===== config.mk =====
export PLATFORM = sky130hd
export DESIGN_NAME = alu_ripple
export DESIGN_NICKNAME = d
export VERILOG_FILES = /design/src/rtl/alu_pkg.sv /design/src/rtl/alu_bit_cell.sv /design/src/rtl/alu_ovf_detect.sv /design/src/rtl/alu_ripple.sv
export SDC_FILE = /design/constraint.sdc
export NUM_CORES = 1
export LEC_CHECK = 0
export BUFFER_PORTS_ARGS = -buffer_cell sky130_fd_sc_hd__buf_2
export CAP_MARGIN = 20
export CORE_MARGIN = 2
export CORE_UTILIZATION = 50
export DETAILED_ROUTE_END_ITERATION = 6
export GPL_ROUTABILITY_DRIVEN = 0
export PLACE_DENSITY = 0.86
export SYNTH_ARGS = -nofsm -noshare
export SYNTH_HDL_FRONTEND = slang
export SYNTH_SLANG_ARGS = --single-unit

===== constraint.sdc =====
create_clock -name clk -period 10.84 [get_ports clk]
set_input_delay 1.084 -clock clk [delete_from_list [all_inputs] [get_ports clk]]
set_output_delay 1.084 -clock clk [all_outputs]
set_load 0.1 [all_outputs]

===== src/rtl/alu_pkg.sv =====
package alu_pkg;

    typedef enum logic [1:0] {
        OP_AND   = 2'b00,
        OP_NOTX  = 2'b01,
        OP_ARITH = 2'b10,
        OP_RSVD  = 2'b11
    } alu_op_e;

endpackage


===== src/rtl/alu_bit_cell.sv =====
module alu_bit_cell
    import alu_pkg::*;
(
    input  logic    x_i,
    input  logic    y_i,
    input  logic    sub_i,
    input  logic    cin_i,
    input  alu_op_e op_i,
    output logic    res_o,
    output logic    cout_o
);

    logic y_eff;
    logic half;
    logic sum;

    always_comb begin
        y_eff  = y_i ^ sub_i;
        half   = x_i ^ y_eff;
        sum    = half ^ cin_i;
        cout_o = (x_i & y_eff) | (cin_i & half);
        unique case (op_i)
            OP_AND:   res_o = x_i & y_i;
            OP_NOTX:  res_o = ~x_i;
            OP_ARITH: res_o = sum;
            default:  res_o = 1'b0;
        endcase
    end

endmodule


===== src/rtl/alu_ovf_detect.sv =====
module alu_ovf_detect (
    input  logic en_i,
    input  logic x_sign_i,
    input  logic y_sign_i,
    input  logic z_sign_i,
    output logic ovf_o
);

    always_comb begin
        ovf_o = en_i & ((~x_sign_i & ~y_sign_i & z_sign_i) |
                        ( x_sign_i &  y_sign_i & ~z_sign_i));
    end

endmodule


===== src/rtl/alu_ripple.sv =====
module alu_ripple
    import alu_pkg::*;
#(
    parameter int WIDTH = 8
) (
    input  logic             clk,
    input  logic             rst_n,
    input  logic [1:0]       op_i,
    input  logic             sub_i,
    input  logic [WIDTH-1:0] x_i,
    input  logic [WIDTH-1:0] y_i,
    output logic [WIDTH-1:0] z_o,
    output logic             carry_o,
    output logic             ovf_o
);

    localparam int MSB = WIDTH - 1;

    typedef struct packed {
        logic [WIDTH-1:0] z;
        logic             carry;
        logic             ovf;
    } alu_out_t;

    alu_op_e          op_sel;
    logic [WIDTH:0]   chain;
    logic [WIDTH-1:0] cell_res;
    logic             is_arith;
    logic             ovf_raw;
    alu_out_t         out_d;
    alu_out_t         out_q;

    assign op_sel   = alu_op_e'(op_i);
    assign is_arith = (op_sel == OP_ARITH);
    assign chain[0] = sub_i;

    for (genvar i = 0; i < WIDTH; i++) begin : g_cell
        alu_bit_cell u_cell (
            .x_i    (x_i[i]),
            .y_i    (y_i[i]),
            .sub_i  (sub_i),
            .cin_i  (chain[i]),
            .op_i   (op_sel),
            .res_o  (cell_res[i]),
            .cout_o (chain[i+1])
        );
    end

    alu_ovf_detect u_ovf (
        .en_i     (is_arith),
        .x_sign_i (x_i[MSB]),
        .y_sign_i (y_i[MSB] ^ sub_i),
        .z_sign_i (cell_res[MSB]),
        .ovf_o    (ovf_raw)
    );

    always_comb begin
        out_d       = out_q;
        out_d.z     = cell_res;
        out_d.carry = is_arith & chain[WIDTH];
        out_d.ovf   = ovf_raw;
    end

    always_ff @(posedge clk) begin
        if (!rst_n) begin
            out_q <= '0;
        end else begin
            out_q <= out_d;
        end
    end

    assign z_o     = out_q.z;
    assign carry_o = out_q.carry;
    assign ovf_o   = out_q.ovf;

    AST_RESET_CLEAR: assert property (@(posedge clk)
        !$past(rst_n) |-> (z_o == '0 && !carry_o && !ovf_o));

    AST_ARITH_RESULT: assert property (@(posedge clk) disable iff (!rst_n)
        ($past(rst_n) && $past(op_i) == 2'b10) |->
        ({carry_o, z_o} == ({1'b0, $past(x_i)} +
                            {1'b0, ($past(y_i) ^ {WIDTH{$past(sub_i)}})} +
                            {{WIDTH{1'b0}}, $past(sub_i)})));

    AST_NO_OVERFLOW: assert property (@(posedge clk) disable iff (!rst_n)
        ($past(rst_n) && $past(op_i) == 2'b10 &&
         ($past(x_i[MSB]) != ($past(y_i[MSB]) ^ $past(sub_i)))) |-> !ovf_o);

    AST_AND_RESULT: assert property (@(posedge clk) disable iff (!rst_n)
        ($past(rst_n) && $past(op_i) == 2'b00) |->
        (z_o == ($past(x_i) & $past(y_i)) && !carry_o && !ovf_o));

    AST_NOT_RESULT: assert property (@(posedge clk) disable iff (!rst_n)
        ($past(rst_n) && $past(op_i) == 2'b01) |->
        (z_o == ~$past(x_i) && !carry_o && !ovf_o));

    AST_RSVD_ZERO: assert property (@(posedge clk) disable iff (!rst_n)
        ($past(rst_n) && $past(op_i) == 2'b11) |->
        (z_o == '0 && !carry_o && !ovf_o));

endmodule


==> run_results.csv <==
group,metric,value,unit
sta,max_slew_margin,54.7,%
die,ioPinCount,31,
worst_setup_path,crit_family,"adder cells",
global_routing,antenna_found_initial,0,
clock_network,cts_buffer_depth,2,
sta,max_clock_freq,230,MHz
drt,ant_nets,0,
worst_setup_path,cp_max_fo,8,
clock_network,clkSinkCount,10,
sta,setup_viol,0,
clock_network,cts_resized,0,
global_routing,overflow,0,
worst_setup_path,endpoint,"ovf_o$_SDFF_PN0_",
sta,fin_crit_sh,40.2,%
pwr,peakVddDrop,0.0811,mV
sta,slew_violations,0,
layout,layout-drive-gt1-share,31.6,%
die,die_x,43.7,um
die,die_y,43.7,um
layout,diodes,0,
synthesis,ys_types,26,
placed_design,hpwlAfterDp,1140,um
clock_network,htree_levels,1,
sta,rsz0062_at_grt,"false",
drt,wl_per_cell,11.6,um
worst_setup_path,crit_type,"input port to flip-flop",
sta,hold_violations,0,
drt,post_drt_via_cell_ratio,5.08,
synthesis,synthAdderAreaFrac,20.9,%
worst_setup_path,cp-startpoint,"sub_i",
sta,worst_slack,6.48,ns
layout,register_area,200,sq um
status,status,"completed",
global_routing,grt_pass1_vias,642,
drt,drtIter0Drc,5,
global_routing,grt_max_degree,20,
worst_hold_path,min-delay-path-class,"input port to flip-flop",
clock_network,cts_setup_buffers,0,
clock_network,cts_root_buf,"clkbuf_4",
worst_setup_path,arrival,4.51,ns
sta,finalSetupTns,0,ns
synthesis,synthXorXnorAreaFrac,8.87,%
layout,final_util,65.4,%
placed_design,placed_cells,126,
worst_setup_path,path_buf_inv,2,
synthesis,yosys_warnings,0,
global_routing,grt.total_usage,18.9,%
worst_setup_path,cp_data_required_time,10.99,ns
sta,tightestPinTransition,0.677,ns
layout,nFillCells,119,
sta,post-route-min-period,4.36,ns
clock_network,cts_tree,"done",
layout,nNetsFinal,145,
global_routing,grt_pass1_wl,2730,um
placed_design,port_buffers,30,
synthesis,ys_ff_latch,10,
placed_design,pre_cts_slack,6.20,ns
worst_setup_path,max_stage_delay,0.41,ns
worst_setup_path,crit_path_end_kind,"flip-flop",
pwr,power.density,127,nW/um^2
drt,totalWireLength,1510,um
drt,drc,0,
worst_setup_path,path_cells,"buf_2 > mux2_2 > fa_1 > fa_1 > fa_1 > fa_1 > fa_1 > inv_1 > fa_1 > fa_1 > o21ai_1 > o31ai_2 > mux2i_1",
die,rows,14,
drt,vias,660,
clock_network,cts_buffers,3,
worst_setup_path,cp_common_cell,"fa_1",
synthesis,syn_area,790,sq um
synthesis,synth_mux_area_share,2.69,%
synthesis,ys_seq_area_share,25.4,%
synthesis,avgSynthCellArea,9.29,sq um
synthesis,synth_cells,85,
worst_setup_path,worst-path-stages,13,
worst_setup_path,cp-start-kind,"input port",
pwr,leakagePower,0.471,nW
die,die_area,1910,sq um
synthesis,synth_compound_area_share,15.4,%
synthesis,synth_top_family_by_area,"simple AND/OR/NAND/NOR gates",
die,core,1490,sq um
synthesis,synthSimpleGateAreaFrac,22.0,%
die,start_util,53.0,%
worst_hold_path,whs_path_depth,3,
layout,final_area,973,sq um
synthesis,syn_nets,115,
layout,multi_input_area,552,sq um
clock_network,hold_buffers,0,
layout,final_cells,130,
run,max_cap_viol_count,0,
placed_design,placement.cell_area,937,sq um
clock_network,clk_pin_slew_worst_paths,0.07,ns
layout,areaGrowthSynthToFinish,23.3,%
drt,first_pass_iters,4,
worst_setup_path,slowest_stage,"fa_1",
[cells in the mapped netlist]
library cell | number | area [sq um]
a21boi_0 | 1 | 7.51
a21boi_1 | 5 | 37.5
a21o_1 | 5 | 37.5
a21oi_1 | 1 | 5.00
a32oi_1 | 1 | 8.76
and3b_1 | 1 | 8.76
buf_2 | 3 | 15.0
clkbuf_1 | 2 | 7.51
dfxtp_1 | 10 | 200
fa_1 | 7 | 140
ha_1 | 2 | 25.0
inv_1 | 4 | 15.0
mux2_2 | 1 | 11.3
mux2i_1 | 1 | 10.0
nand2_1 | 9 | 33.8
nand2b_1 | 2 | 12.5
nand3_1 | 2 | 10.0
nand3b_1 | 6 | 45.0
nor2_1 | 4 | 15.0
nor2b_1 | 3 | 18.8
o21a_1 | 1 | 7.51
o21ai_1 | 1 | 5.00
o31ai_2 | 1 | 12.5
or2b_1 | 4 | 30.0
xnor2_1 | 1 | 8.76
xor2_1 | 7 | 61.3
[power breakdown]
| part | switching [mW] | internal [mW] | total, mW |
|---|---|---|---|
| Sequential | 0.000497 | 0.0393 | 0.0398 |
| Combinational | 0.0345 | 0.0148 | 0.0493 |
| Clock | 0.0146 | 0.0204 | 0.0349 |
[stage by stage]
stage / hold WS (ns) / power (mW)
floorplan: 1.25 / 0.0790
global placement: 1.40 / 0.0892
detailed placement: 1.42 / 0.0900
CTS: 1.13 / 0.125
global route: 1.16 / 0.131
finish: 1.13 / 0.124
[logic make-up after synthesis]
| kind of cell | count (synthesis) |
|---|---|
| and+or+nand+nor | 31 |
| AOI/OAI and AO/OA | 16 |
| DFF | 10 |
| buffers and inverters | 9 |
| adders and majority gates | 9 |
| xor gates and xnor gates | 8 |
| muxes | 2 |
[cells in the final DEF, fill, tap and decap left out, drive strengths merged]
cell type / count
a21oi: 1
o21a: 1
dfxtp: 10
xnor2: 1
o31ai: 1
nand3: 2
xor2: 7
a21boi: 6
o21ai: 1
a21o: 5
a32oi: 1
clkbuf: 4
buf: 30
inv: 4
ha: 2
nand3b: 6
nor2b: 3
nand2: 9
nor2: 4
fa: 7
and3b: 1
or2b: 4
mux2: 1
mux2i: 1
nand2b: 2
[worst min path at each step]
| stage | startpoint | end | slack (ns) |
|---|---|---|---|
| global placement | rst_n | z_o[7]$_SDFF_PN0_ | 1.40 |
| finish | rst_n | carry_o$_SDFF_PN0_ | 1.13 |
| global route | rst_n | carry_o$_SDFF_PN0_ | 1.16 |
| detailed placement | rst_n | z_o[7]$_SDFF_PN0_ | 1.42 |
| CTS | rst_n | z_o[7]$_SDFF_PN0_ | 1.13 |
| floorplan | rst_n | ovf_o$_SDFF_PN0_ | 1.25 |
[worst min-delay path, stage by stage]
cell	delay, ns
buf_2	0.16
nand2_1	0.07
nor2_1	0.03
[state kept, by name, indices dropped and copies added, names as in the netlist]
signal	flops
ovf_o	1
z_o	8
carry_o	1
[per-layer routing]
| layer | up-vias | global-route usage [%] | part of all wire [%] |
|---|---|---|---|
| met5 | - | 0 | 0 |
| met4 | 0 | 10.3 | 0.66 |
| met3 | 2 | 3.33 | 4.6 |
| met2 | 12 | 30.9 | 50 |
| met1 | 311 | 23.6 | 45 |
| li1 | 335 | - | - |
[cell type report]
type	count	share of cell area (%)
Clock buffer	4	3.73
Timing Repair Buffer	30	15.4
Sequential cell	10	20.6
Tap cell	16	2.06
Inverter	4	1.54
Multi-Input combinational cell	66	56.7
Note: power is estimated with default switching activity, not from simulation.
